File: src/rtl/rcs_pkg.sv
package rcs_pkg;
  localparam int RCS_W      = 16;
  localparam int NUM_FLAGS  = 10;
  localparam int POS_SWBOR  = 13;
  localparam int POS_PMSLP  = 8;
  localparam int POS_SWWDT  = 5;

  typedef enum logic [1:0] {
    BORM_OFF    = 2'b00,
    BORM_SW     = 2'b01,
    BORM_ON     = 2'b10,
    BORM_ON_ALT = 2'b11
  } bor_mode_e;

  // flag index -> register bit position
  function automatic int flag_pos(input int idx);
    case (idx)
      0: return 0;   // power-on
      1: return 1;   // brown-out
      2: return 2;   // idle entry
      3: return 3;   // sleep entry
      4: return 4;   // watchdog timeout
      5: return 6;   // software reset
      6: return 7;   // pin
      7: return 9;   // config mismatch
      8: return 14;  // illegal opcode
      default: return 15; // trap
    endcase
  endfunction
endpackage

File: src/rtl/rcs_flag_bank.sv
module rcs_flag_bank #(
  parameter int N = 10,
  parameter logic [N-1:0] INIT = '0
) (
  input  logic         clk,
  input  logic         por_n,
  input  logic [N-1:0] set_ev,
  input  logic         wr_en,
  input  logic [N-1:0] wr_val,
  output logic [N-1:0] q
);
  for (genvar i = 0; i < N; i++) begin : g_flag
    always_ff @(posedge clk) begin
      if (!por_n)         q[i] <= INIT[i];
      else if (set_ev[i]) q[i] <= 1'b1;       // hardware set wins
      else if (wr_en)     q[i] <= wr_val[i];
    end

    // an event makes the flag read 1 on the next edge
    a_r3_event_sets: assert property (@(posedge clk) disable iff (!por_n)
      set_ev[i] |=> q[i]);
    // a clearing write in the same cycle does not beat the event
    a_r6_set_beats_clear: assert property (@(posedge clk) disable iff (!por_n)
      (set_ev[i] && wr_en && !wr_val[i]) |=> q[i]);
    // without an event or a write the flag holds
    a_r4_flag_holds: assert property (@(posedge clk) disable iff (!por_n)
      (!set_ev[i] && !wr_en) |=> $stable(q[i]));
  end
endmodule

File: src/rtl/rcs_ctrl_bits.sv
module rcs_ctrl_bits
  import rcs_pkg::*;
(
  input  logic      clk,
  input  logic      por_n,
  input  bor_mode_e bor_mode,
  input  logic      fuse_wdt_on,
  input  logic      wr_en,
  input  logic      wr_swwdt,
  input  logic      wr_swbor,
  input  logic      wr_pmslp,
  output logic      swwdt_q,
  output logic      swbor_rd,
  output logic      pmslp_q,
  output logic      wdt_enable,
  output logic      bor_enable
);
  logic swbor_q;
  logic sw_mode;

  assign sw_mode = (bor_mode == BORM_SW);

  always_ff @(posedge clk) begin
    if (!por_n) begin
      swwdt_q <= 1'b0;
      pmslp_q <= 1'b0;
      swbor_q <= sw_mode;
    end else begin
      if (wr_en) begin
        swwdt_q <= wr_swwdt;
        pmslp_q <= wr_pmslp;
      end
      if (!sw_mode)   swbor_q <= 1'b0;
      else if (wr_en) swbor_q <= wr_swbor;
    end
  end

  assign swbor_rd   = swbor_q & sw_mode;
  assign wdt_enable = fuse_wdt_on | swwdt_q;

  always_comb begin
    case (bor_mode)
      BORM_OFF: bor_enable = 1'b0;
      BORM_SW:  bor_enable = swbor_q;
      default:  bor_enable = 1'b1;
    endcase
  end

  // a software enable write turns the watchdog on
  a_r7_sw_wdt_write: assert property (@(posedge clk) disable iff (!por_n)
    (wr_en && wr_swwdt) |=> wdt_enable);
  // under software control a set write turns brown-out on
  a_r8_sw_bor_write: assert property (@(posedge clk) disable iff (!por_n)
    (wr_en && wr_swbor && sw_mode) |=> (!sw_mode || bor_enable));
  // the sleep power bit holds when nothing is written
  a_r9_pmslp_holds: assert property (@(posedge clk) disable iff (!por_n)
    !wr_en |=> $stable(pmslp_q));
endmodule

File: src/rtl/rst_cause_reg.sv
module rst_cause_reg
  import rcs_pkg::*;
#(
  parameter int REG_W = RCS_W
) (
  input  logic             clk,
  input  logic             por_n,
  input  logic             ev_trap,
  input  logic             ev_badop,
  input  logic             ev_cfg_mismatch,
  input  logic             ev_pin,
  input  logic             ev_sw_reset,
  input  logic             ev_wdt_timeout,
  input  logic             ev_brownout,
  input  logic             sleep_enter,
  input  logic             idle_enter,
  input  logic             fuse_wdt_on,
  input  logic [1:0]       fuse_bor_mode,
  input  logic             wr_en,
  input  logic [REG_W-1:0] wr_data,
  output logic [REG_W-1:0] rd_data,
  output logic             wdt_enable,
  output logic             bor_enable
);
  localparam int NF = NUM_FLAGS;
  localparam logic [NF-1:0] FLAG_INIT = NF'(2'b11);

  logic [NF-1:0] set_ev, wr_val, flags_q;
  logic swwdt_q, swbor_rd, pmslp_q;
  bor_mode_e bor_mode;

  assign bor_mode = bor_mode_e'(fuse_bor_mode);
  assign set_ev = {ev_trap, ev_badop, ev_cfg_mismatch, ev_pin, ev_sw_reset,
                   ev_wdt_timeout, sleep_enter, idle_enter, ev_brownout, 1'b0};

  for (genvar i = 0; i < NF; i++) begin : g_wr
    assign wr_val[i] = wr_data[flag_pos(i)];
  end

  rcs_flag_bank #(.N(NF), .INIT(FLAG_INIT)) u_flags (
    .clk   (clk),
    .por_n (por_n),
    .set_ev(set_ev),
    .wr_en (wr_en),
    .wr_val(wr_val),
    .q     (flags_q)
  );

  rcs_ctrl_bits u_ctrl (
    .clk        (clk),
    .por_n      (por_n),
    .bor_mode   (bor_mode),
    .fuse_wdt_on(fuse_wdt_on),
    .wr_en      (wr_en),
    .wr_swwdt   (wr_data[POS_SWWDT]),
    .wr_swbor   (wr_data[POS_SWBOR]),
    .wr_pmslp   (wr_data[POS_PMSLP]),
    .swwdt_q    (swwdt_q),
    .swbor_rd   (swbor_rd),
    .pmslp_q    (pmslp_q),
    .wdt_enable (wdt_enable),
    .bor_enable (bor_enable)
  );

  always_comb begin
    rd_data = '0;
    for (int i = 0; i < NF; i++) rd_data[flag_pos(i)] = flags_q[i];
    rd_data[POS_SWWDT] = swwdt_q;
    rd_data[POS_SWBOR] = swbor_rd;
    rd_data[POS_PMSLP] = pmslp_q;
  end

  // power-on leaves the power-on and brown-out flags set
  a_r1_por_flags: assert property (@(posedge clk)
    !por_n |=> (rd_data[1:0] == 2'b11));
  // a write of all zeros with no events clears the pin flag
  a_r5_write_clears: assert property (@(posedge clk) disable iff (!por_n)
    (wr_en && wr_data == '0 && !ev_pin) |=> !rd_data[7]);
endmodule

File: config.mk
export PLATFORM = sky130hd
export DESIGN_NAME = rst_cause_reg
export DESIGN_NICKNAME = d
export VERILOG_FILES = /design/src/rtl/rcs_pkg.sv /design/src/rtl/rcs_flag_bank.sv /design/src/rtl/rcs_ctrl_bits.sv /design/src/rtl/rst_cause_reg.sv
export SDC_FILE = /design/constraint.sdc
export NUM_CORES = 1
export LEC_CHECK = 0
export ABC_AREA = 1
export CELL_PAD_IN_SITES_DETAIL_PLACEMENT = 1
export CELL_PAD_IN_SITES_GLOBAL_PLACEMENT = 1
export CORE_UTILIZATION = 30
export CTS_CLUSTER_SIZE = 28
export DETAILED_ROUTE_END_ITERATION = 16
export DONT_BUFFER_PORTS = 1
export PLACE_DENSITY_LB_ADDON = 0.1
export SLEW_MARGIN = 0
export SYNTH_ARGS = -nofsm -noshare
export SYNTH_HDL_FRONTEND = slang
export SYNTH_SLANG_ARGS = --single-unit
File: constraint.sdc
create_clock -name clk -period 0.8 [get_ports clk]
set_clock_uncertainty 0.2 [all_clocks]
set_input_delay 0.16 -clock clk [delete_from_list [all_inputs] [get_ports clk]]
set_output_delay 0.16 -clock clk [all_outputs]
set_load 0.02 [all_outputs]
==> out/results.tsv <==
metric	value	unit
gpl congestion	0.564	
Overflow after GRT	0	
Final #Nets	156	
Final ANT Viol Nets	0	
initial antenna violation count	0	
number of port buffers	0	
n_diodes	0	
Avg WL per Cell	11.2	µm
final wirelength	1690	µm
CTS root buffer	clkbuf_4	
yosys warns	0	
pin count of the biggest net entering global routing	22	
Crit Path Max Fanout	2	
WL met2	992	µm
critical path endpoint category	output pin	
Synth Area per Inst	6.37	µm²
Clock Tree Buf Depth	2	
Final Instance Area	0.00106	mm²
Reg clk slew, reported paths	0.08	ns
I/O pin total	49	
Core ar.	0.00198	mm²
CP Data Required Time	0.44	ns
dpl cell area	888	µm²
post-synth top area cell	dfxtp_1	
Synth top area share	37.4	%
number of CTS-inserted buffers	3	
sequential share of the synthesized area	42.0	%
vias	650	
Max-Cap Viols	0	
fin util	53.4	%
die area	0.00233	mm²
minimum clock period after layout	1.30	ns
Setup Viol. Count Final	26	
vias in the first global route	701	
later-pin clock latency in the skew report	0.27	ns
area growth from synthesis to layout	64.6	%
Pre-antenna DRT Iters	2	
routed wl met3	108	µm
die height	48.3	µm
Arrival @ worst endpoint	0.94	ns
First DRT Iteration DRCs	1	
synth unique cells	13	
power per cell area	1510	mW/mm²
Yosys reg bits	13	
kind of critical path	reg2out	
Achievable Freq	771	MHz
peak supply drop	0.635	mV
dominant cells by area after synthesis	dfxtp_1 (37%), nor2_1 (18%), nand2_1 (12%)	
RSZ-0062 raised after global routing	yes	
Pleak	0.525	nW
commonest non-fill, non-tap cell in the layout	nor2_1	
row count	16	
layout cells sized above 1	50.0	%
Setup WS post-layout	-0.497	ns
TNS Setup	-6.37	ns
mapped cell area	643	µm²
fin crit share	162	%
WL met1	587	µm
DR DRC count	0	
DP Wirelength	1220	µm
initial core utilization	32.4	%
CTS tree	built	
final hold violations	14	
HP Class	in2reg	
CTS Sinks	13	
Slew Viols, Final	0	
die width	48.3	µm
Worst setup SP type	register	
first-pass GRT wire length	3040	µm
Min Hold Slack	-0.239	ns
highest routed layer	met3	
post-synthesis instance total	101	
Overall Global Routing Usage	16.6	%
commonest non-fill, non-tap cells in the layout	nor2_1 (26), nand2_1 (19), dfxtp_4 (11)	
status	finished, violations left	
# H-tree levels	1	
failing checks	negative hold slack, negative setup slack	
via-per-instance ratio	4.30	
[cell type report]
type,count,area (µm²)
Tap cell,27,33.8
Clock buffer,4,26.3
Multi-Input combinational cell,62,283
Sequential cell,13,313
Fill cell,245,923
Timing Repair Buffer,25,325
Inverter,20,77.6
[state kept, by name, indices dropped and copies added, names as in the netlist]
signal          cells
u_flags.q          10
u_ctrl.pmslp_q      1
u_ctrl.swbor_q      1
u_ctrl.swwdt_q      1
[critical path, stage by stage, from the launching register on]
cell	delay, ns
edfxtp_1	0.36
inv_2	0.05
o21ai_2	0.26
[path summary, 6_finish.rpt]
kind | from | slack, ns | endpoint | depth (start not counted)
min reg2reg | u_flags.q[1]$_SDFFE_PP1P_ | 0.31 | u_flags.q[1]$_SDFFE_PP1P_ | 2
max | u_ctrl.swbor_q$_DFFE_PP_ | -0.50 | bor_enable | 2
max reg2reg | u_flags.q[7]$_SDFFE_PN0P_ | -0.19 | u_flags.q[7]$_SDFFE_PN0P_ | 5
min | por_n | -0.24 | u_flags.q[0]$_SDFFE_PN1P_ | 1
[stage by stage]
| step | power, mW | worst slack [ns] | cells | hold slack, ns |
|---|---|---|---|---|
| after floorplan | 0.975 | -0.161 | 103 | 0.0441 |
| after global placement | 1.11 | -0.166 | 138 | 0.0457 |
| after detailed placement | 1.13 | -0.186 | 138 | 0.0622 |
| after CTS | 1.59 | -0.492 | 151 | -0.223 |
| after global routing | 1.69 | -0.542 | 151 | -0.248 |
| final | 1.59 | -0.497 | 151 | -0.239 |
[Yosys cell counts]
library cell / count
edfxtp_1: 1
nand4_1: 1
nand3_1: 1
o21ai_0: 3
nor2_1: 31
conb_1: 1
a21oi_1: 2
inv_1: 19
or2_2: 1
inv_2: 1
buf_4: 8
dfxtp_1: 12
nand2_1: 20
[timing repair]
action | in CTS | in global routing
gates resized for setup | 17 | 11
endpoints found under the setup margin | 27 | 27
cloned | 0 | 0
pin swaps | 1 | 9
endpoints found under the hold margin | 14 | 14
buffers inserted | 9 | 4
[power by group]
part / total (mW) / internal (mW) / switching, mW
Sequential: 0.756 / 0.696 / 0.0606
Combinational: 0.436 / 0.253 / 0.183
Clock: 0.401 / 0.193 / 0.208
[metal layers]
layer,up-vias,global-route usage (%)
met2,25,32.4
met1,297,16.9
met3,0,5.03
met5,-,0
met4,0,4.41
li1,328,-
[cells by family (layout without fill, tap and decap cells)]
| kind of cell | Yosys count | in the layout | synth area share [%] |
|---|---|---|---|
| simple gates | 54 | 54 | 32.5 |
| buf+inv | 28 | 49 | 21.0 |
| flops | 13 | 13 | 42.0 |
| compound gates | 5 | 5 | 3.89 |
| other cells | 1 | 3 | 0.583 |
Power figures use the tool's default switching activity.
